--- config.mk ---
export PLATFORM = sky130hd
export DESIGN_NAME = spi_word_tx
export DESIGN_NICKNAME = d
export VERILOG_FILES = /design/src/rtl/spi_word_pkg.sv /design/src/rtl/spi_word_ctrl.sv /design/src/rtl/spi_word_div.sv /design/src/rtl/spi_word_shift.sv /design/src/rtl/spi_word_tx.sv
export SDC_FILE = /design/constraint.sdc
export NUM_CORES = 1
export LEC_CHECK = 0
export BUFFER_PORTS_ARGS = -buffer_cell sky130_fd_sc_hd__buf_2
export CAP_MARGIN = 20
export CORE_MARGIN = 2
export CORE_UTILIZATION = 50
export CTS_CLUSTER_SIZE = 28
export DETAILED_ROUTE_END_ITERATION = 7
export PLACE_DENSITY = 0.82
export SYNTH_ARGS = -nofsm -noshare
export SYNTH_HDL_FRONTEND = slang
export SYNTH_SLANG_ARGS = --single-unit
--- constraint.sdc ---
create_clock -name clk_i -period 1.93 [get_ports clk_i]
set_input_delay 0.0965 -clock clk_i [delete_from_list [all_inputs] [get_ports clk_i]]
set_output_delay 0.0965 -clock clk_i [all_outputs]
set_load 0.01 [all_outputs]
--- src/rtl/spi_word_pkg.sv ---
package spi_word_pkg;
  typedef enum logic {
    XF_IDLE  = 1'b0,
    XF_SHIFT = 1'b1
  } xf_state_e;
endpackage

--- src/rtl/spi_word_ctrl.sv ---
module spi_word_ctrl #(
  parameter int REG_W    = 32,
  parameter int DATA_W   = 16,
  parameter int BUSY_BIT = 16,
  parameter int EN_BIT   = 17
) (
  input  logic              clk_i,
  input  logic              rst_ni,
  input  logic              we_i,
  input  logic [REG_W-1:0]  wdata_i,
  input  logic              busy_i,
  input  logic              done_i,
  output logic [REG_W-1:0]  rdata_o,
  output logic              start_o,
  output logic [DATA_W-1:0] load_o
);
  logic [REG_W-1:0] reg_q, reg_d;

  assign start_o = we_i & ~busy_i & wdata_i[BUSY_BIT] & wdata_i[EN_BIT];
  assign load_o  = wdata_i[DATA_W-1:0];

  // bit BUSY_BIT mirrors the engine; host can only raise it via a legal launch
  always_comb begin
    reg_d = reg_q;
    if (we_i) begin
      reg_d = wdata_i;
      reg_d[BUSY_BIT] = busy_i ? ~done_i : start_o;
    end else if (done_i) begin
      reg_d[BUSY_BIT] = 1'b0;
    end
  end

  always_ff @(posedge clk_i or negedge rst_ni) begin
    if (!rst_ni) reg_q <= '0;
    else         reg_q <= reg_d;
  end

  assign rdata_o = reg_q;
endmodule

--- src/rtl/spi_word_div.sv ---
module spi_word_div #(
  parameter int HALF_DIV = 2
) (
  input  logic clk_i,
  input  logic rst_ni,
  input  logic run_i,
  output logic tick_o
);
  localparam int CW = (HALF_DIV > 1) ? $clog2(HALF_DIV) : 1;
  localparam logic [CW-1:0] LAST = CW'(HALF_DIV - 1);

  logic [CW-1:0] cnt_q;

  assign tick_o = run_i && (cnt_q == LAST);

  always_ff @(posedge clk_i or negedge rst_ni) begin
    if (!rst_ni)      cnt_q <= '0;
    else if (!run_i)  cnt_q <= '0;
    else if (tick_o)  cnt_q <= '0;
    else              cnt_q <= cnt_q + 1'b1;
  end
endmodule

--- src/rtl/spi_word_shift.sv ---
module spi_word_shift
  import spi_word_pkg::*;
#(
  parameter int DATA_W = 16
) (
  input  logic              clk_i,
  input  logic              rst_ni,
  input  logic              start_i,
  input  logic [DATA_W-1:0] data_i,
  input  logic              tick_i,
  output logic              busy_o,
  output logic              done_o,
  output logic              sclk_o,
  output logic              mosi_o,
  output logic              cs_no
);
  localparam int N_EDGE = 2 * DATA_W;
  localparam int EW     = $clog2(N_EDGE);
  localparam logic [EW-1:0] LAST_EDGE = EW'(N_EDGE - 1);

  xf_state_e         state_q;
  logic [DATA_W-1:0] sr_q;
  logic [EW-1:0]     edge_q;
  logic              sclk_q;

  assign busy_o = (state_q == XF_SHIFT);
  assign done_o = busy_o && tick_i && (edge_q == LAST_EDGE);

  always_ff @(posedge clk_i or negedge rst_ni) begin
    if (!rst_ni) begin
      state_q <= XF_IDLE;
      sr_q    <= '0;
      edge_q  <= '0;
      sclk_q  <= 1'b0;
    end else if (start_i && !busy_o) begin
      state_q <= XF_SHIFT;
      sr_q    <= data_i;
      edge_q  <= '0;
      sclk_q  <= 1'b0;
    end else if (busy_o && tick_i) begin
      sclk_q <= ~sclk_q;
      edge_q <= edge_q + 1'b1;
      // falling edge: present next bit
      if (sclk_q) sr_q <= {sr_q[DATA_W-2:0], 1'b0};
      if (done_o) begin
        state_q <= XF_IDLE;
        sclk_q  <= 1'b0;
        edge_q  <= '0;
      end
    end
  end

  assign sclk_o = sclk_q;
  assign mosi_o = sr_q[DATA_W-1];
  assign cs_no  = ~busy_o;
endmodule

--- src/rtl/spi_word_tx.sv ---
module spi_word_tx #(
  parameter int REG_W    = 32,
  parameter int DATA_W   = 16,
  parameter int BUSY_BIT = 16,
  parameter int EN_BIT   = 17,
  parameter int HALF_DIV = 2
) (
  input  logic             clk_i,
  input  logic             rst_ni,
  input  logic             we_i,
  input  logic [REG_W-1:0] wdata_i,
  output logic [REG_W-1:0] rdata_o,
  output logic             sclk_o,
  output logic             mosi_o,
  output logic             cs_no
);
  logic              start, busy, done, tick;
  logic [DATA_W-1:0] load;

  spi_word_ctrl #(
    .REG_W(REG_W), .DATA_W(DATA_W), .BUSY_BIT(BUSY_BIT), .EN_BIT(EN_BIT)
  ) ctrl_i (
    .clk_i(clk_i), .rst_ni(rst_ni), .we_i(we_i), .wdata_i(wdata_i),
    .busy_i(busy), .done_i(done), .rdata_o(rdata_o),
    .start_o(start), .load_o(load)
  );

  spi_word_div #(.HALF_DIV(HALF_DIV)) div_i (
    .clk_i(clk_i), .rst_ni(rst_ni), .run_i(busy), .tick_o(tick)
  );

  spi_word_shift #(.DATA_W(DATA_W)) shift_i (
    .clk_i(clk_i), .rst_ni(rst_ni), .start_i(start), .data_i(load),
    .tick_i(tick), .busy_o(busy), .done_o(done),
    .sclk_o(sclk_o), .mosi_o(mosi_o), .cs_no(cs_no)
  );
endmodule

==> impl_metrics.tcl <==
set metrics [dict create \
    crit_path_frequent_cell "ha_1" \
    fin_worst_skew_ns 0.008265 \
    critical-path-top-delay-family "simple AND/OR/NAND/NOR gates" \
    cp-start-kind "flip-flop" \
    grt_use_met1_pct 24.65 \
    synthAdderAreaFrac_pct 1.081 \
    root_buffer "clkbuf_8" \
    via_count 1740 \
    placed_cells 314 \
    initial_utilization_pct 52.44 \
    pin_count 70 \
    netlist-cell-type-count 23 \
    rows 24 \
    final_cells 322 \
    numCtsBuffers 5 \
    antennaDiodeCount 0 \
    power.share.clock_pct 25.7 \
    via_per_inst 5.404 \
    overflow 0 \
    fillers 352 \
    fin_util_pct 64.91 \
    setup.worst_path.end_class "flip-flop" \
    die-area_mm2 0.005190 \
    grt_max_degree 35 \
    syn_inst 198 \
    clkLatencyLatePin_ns 0.31 \
    syn_area_mm2 0.002315 \
    io_buffers 69 \
    cpPeakStageDelay_ns 0.52 \
    wire_per_inst_um 14.50 \
    cts.path.max_buffers 2 \
    tightest_slew_ns 0.5342 \
    post-dp-hpwl_um 3230 \
    synth_compound_area_share_pct 8.595 \
    relSlewSlack_pct 64.39 \
    vdd_drop_max_v 0.0006056 \
    synth_warnings 0 \
    fmax_ghz 0.5561 \
    critPathMaxFanout 6 \
    internal_power_mw 2.375 \
    wirelength_um 4668 \
    crit_required_ns 2.18 \
    grt_antenna_before_repair 0 \
    hold_class "input pin to flip-flop" \
    p_per_area_mw_per_mm2 1188 \
    ys_seq_area_share_pct 60.54 \
    die_h_um 72.04 \
    power.leakage_nw 1.396 \
    ant_nets 0 \
    syn2layout_area_growth_pct 23.78 \
    clock_sinks 56 \
    min_period_ns 1.798 \
    stdcell_area_mm2 0.002865 \
    placed_cell_area_mm2 0.002726 \
    core_mm2 0.004414 \
    synth_seq_cells 56 \
    grt_pass1_wl_um 7838 \
    yosys.area_share.simple_pct 11.24 \
    path_cells "ha_1, and3_1, ha_1, or4_4, a21oi_2" \
    cts_tree "yes" \
    finalCritPeriodShare_pct 93.18 \
    first_pass_iters 4 \
    finalNetCount 307 \
    drtIter0Drc 99 \
    timing.setup.tns_ns 0 \
    synth.net_count 235 \
    synthMuxAreaShare_pct 15.95 \
    final_hold_viol_count 0 \
    rsz0062_at_grt "no" \
    switchingPower_mw 1.029 \
    layout-drive-gt1-share_pct 43.33 \
    max-cap-violations 0 \
    drcViolationCount 0 \
    grt_usage_pct 19.27 \
    busiest_layer "met2" \
    crit_buf_inv 0 \
    cts_htree_levels 2 \
    syn_avg_cell_area_um2 11.69 \
    drv_slew 0 \
    crit_slowest_cell "or4_4" \
    rrSetupSlack_ns 0.13 \
    power_frac_comb_pct 25.0 \
    switching_share_pct 30.23 \
    synth_top_family_by_area "multiplexers" \
    synth-xor-area-share_pct 0 \
    clk_pin_slew_ns 0.10 \
    critPathKind "flip-flop to flip-flop" \
    fp.dieW_um 72.04 \
    use_met3_pct 3.472 \
    finalPower_mw 3.405 \
    p_seq_share_pct 49.4 \
    grt_pass1_vias 1739 \
    gp_congestion 0.8454 \
    met2_usage_pct 32.51 \
    arrival_ns 2.04 \
    status "completed" \
    setup_violations 0 \
]
[cells in the final DEF, fill, tap and decap left out]
master,instances
a21oi_1,33
a21oi_2,1
a311oi_1,1
a31oi_1,1
and3_1,2
and3b_2,1
and4b_1,1
buf_12,1
buf_2,69
buf_4,5
bufinv_16,2
clkbuf_8,5
dfrtp_1,56
dlygate4sd3_1,1
ha_1,2
inv_1,1
mux2_2,31
mux2i_1,2
nand2_1,23
nand2_2,1
nand3_1,4
nand3b_1,1
nand4b_1,2
nor2_1,21
o21ai_0,2
or4_4,1
[final timing paths]
check                                    from                  to  depth (start not counted)
max                         shift_i.edge_q[0]   shift_i.edge_q[3]                          5
min                                wdata_i[0]     shift_i.sr_q[0]                          3
max reg2reg                 shift_i.edge_q[0]   shift_i.edge_q[3]                          5
min reg2reg                ctrl_i.rdata_o[21]  ctrl_i.rdata_o[21]                          1
max in group asynchronous              rst_ni  ctrl_i.rdata_o[24]                          3
min in group asynchronous              rst_ni  ctrl_i.rdata_o[15]                          2
[per-layer routing]
layer,vias up,wire length [um]
met5,-,0
met4,0,74
met3,8,149
met2,35,2433
met1,876,2010
li1,821,-
[tightest hold or removal path, cell delays in order]
cell and delay (ns):
buf_2 0.09, nand2_1 0.05, nand2_1 0.05
[stage by stage]
| step | setup slack (ns) | hold WS, ns |
|---|---|---|
| finish | 0.1316 | 0.008464 |
| CTS | 0.1398 | 0.007300 |
| global route | 0.06039 | 0.009906 |
| global placement | 0.1981 | 0.1028 |
| detailed placement | 0.1612 | 0.1055 |
| floorplan | 0.2276 | -0.1991 |
[synthesized netlist by cell type, drive strengths merged]
| master | instances | area share [%] |
|---|---|---|
| nand3b | 1 | 0.32 |
| clkbuf | 1 | 0.16 |
| nand2 | 24 | 4.0 |
| a311oi | 1 | 0.38 |
| inv | 1 | 0.16 |
| nor2 | 21 | 3.4 |
| nand4b | 2 | 0.76 |
| and3 | 2 | 0.54 |
| or4 | 1 | 0.49 |
| mux2i | 2 | 0.86 |
| dfrtp | 56 | 61 |
| a31oi | 1 | 0.27 |
| mux2 | 31 | 15 |
| ha | 2 | 1.1 |
| and4b | 1 | 0.43 |
| and3b | 1 | 0.43 |
| buf | 10 | 2.3 |
| nand3 | 4 | 0.86 |
| a21oi | 34 | 7.5 |
| o21ai | 2 | 0.43 |
[power by group through the flow]
stage / combinational, mW / clock, mW / sequential [mW]
global route: 0.963 / 0.931 / 1.72
CTS: 0.862 / 0.893 / 1.67
detailed placement: 0.849 / 0 / 1.70
floorplan: 0.554 / 0 / 1.69
finish: 0.850 / 0.874 / 1.68
global placement: 0.814 / 0 / 1.68
[state kept, by name, summed over array words and instances (netlist names)]
name / cells
ctrl_i.rdata_o: 32
shift_i.sr_q: 16
shift_i.edge_q: 5
shift_i.sclk_o: 1
shift_i.busy_o: 1
div_i.cnt_q: 1
[timing repair]
| item | 4_1_cts | 5_1_grt |
|---|---|---|
| gates resized for setup | 0 | 0 |
| setup buffers | 0 | 0 |
| endpoints found under the hold margin | 22 | 0 |
| hold buffers | 1 | 0 |
[cell families (layout without fill, tap and decap cells)]
logic type | after synthesis | after routing
adders and majority gates | 2 | 2
buffers and inverters | 12 | 84
and+or+nand+nor | 57 | 57
muxes | 33 | 33
DFF | 56 | 56
AOI/OAI and AO/OA | 38 | 38
[cell type report]
type | count | area (um^2) | share of cell area (%)
clock buffer | 5 | 68.82 | 2.402
clock inverter | 2 | 60.06 | 2.096
inverter | 1 | 3.754 | 0.1310
multi-input combinational | 130 | 853.3 | 29.78
sequential | 56 | 1401 | 48.91
tap | 52 | 65.06 | 2.271
timing repair buffer | 76 | 412.9 | 14.41
Power figures use the tool's default switching activity.
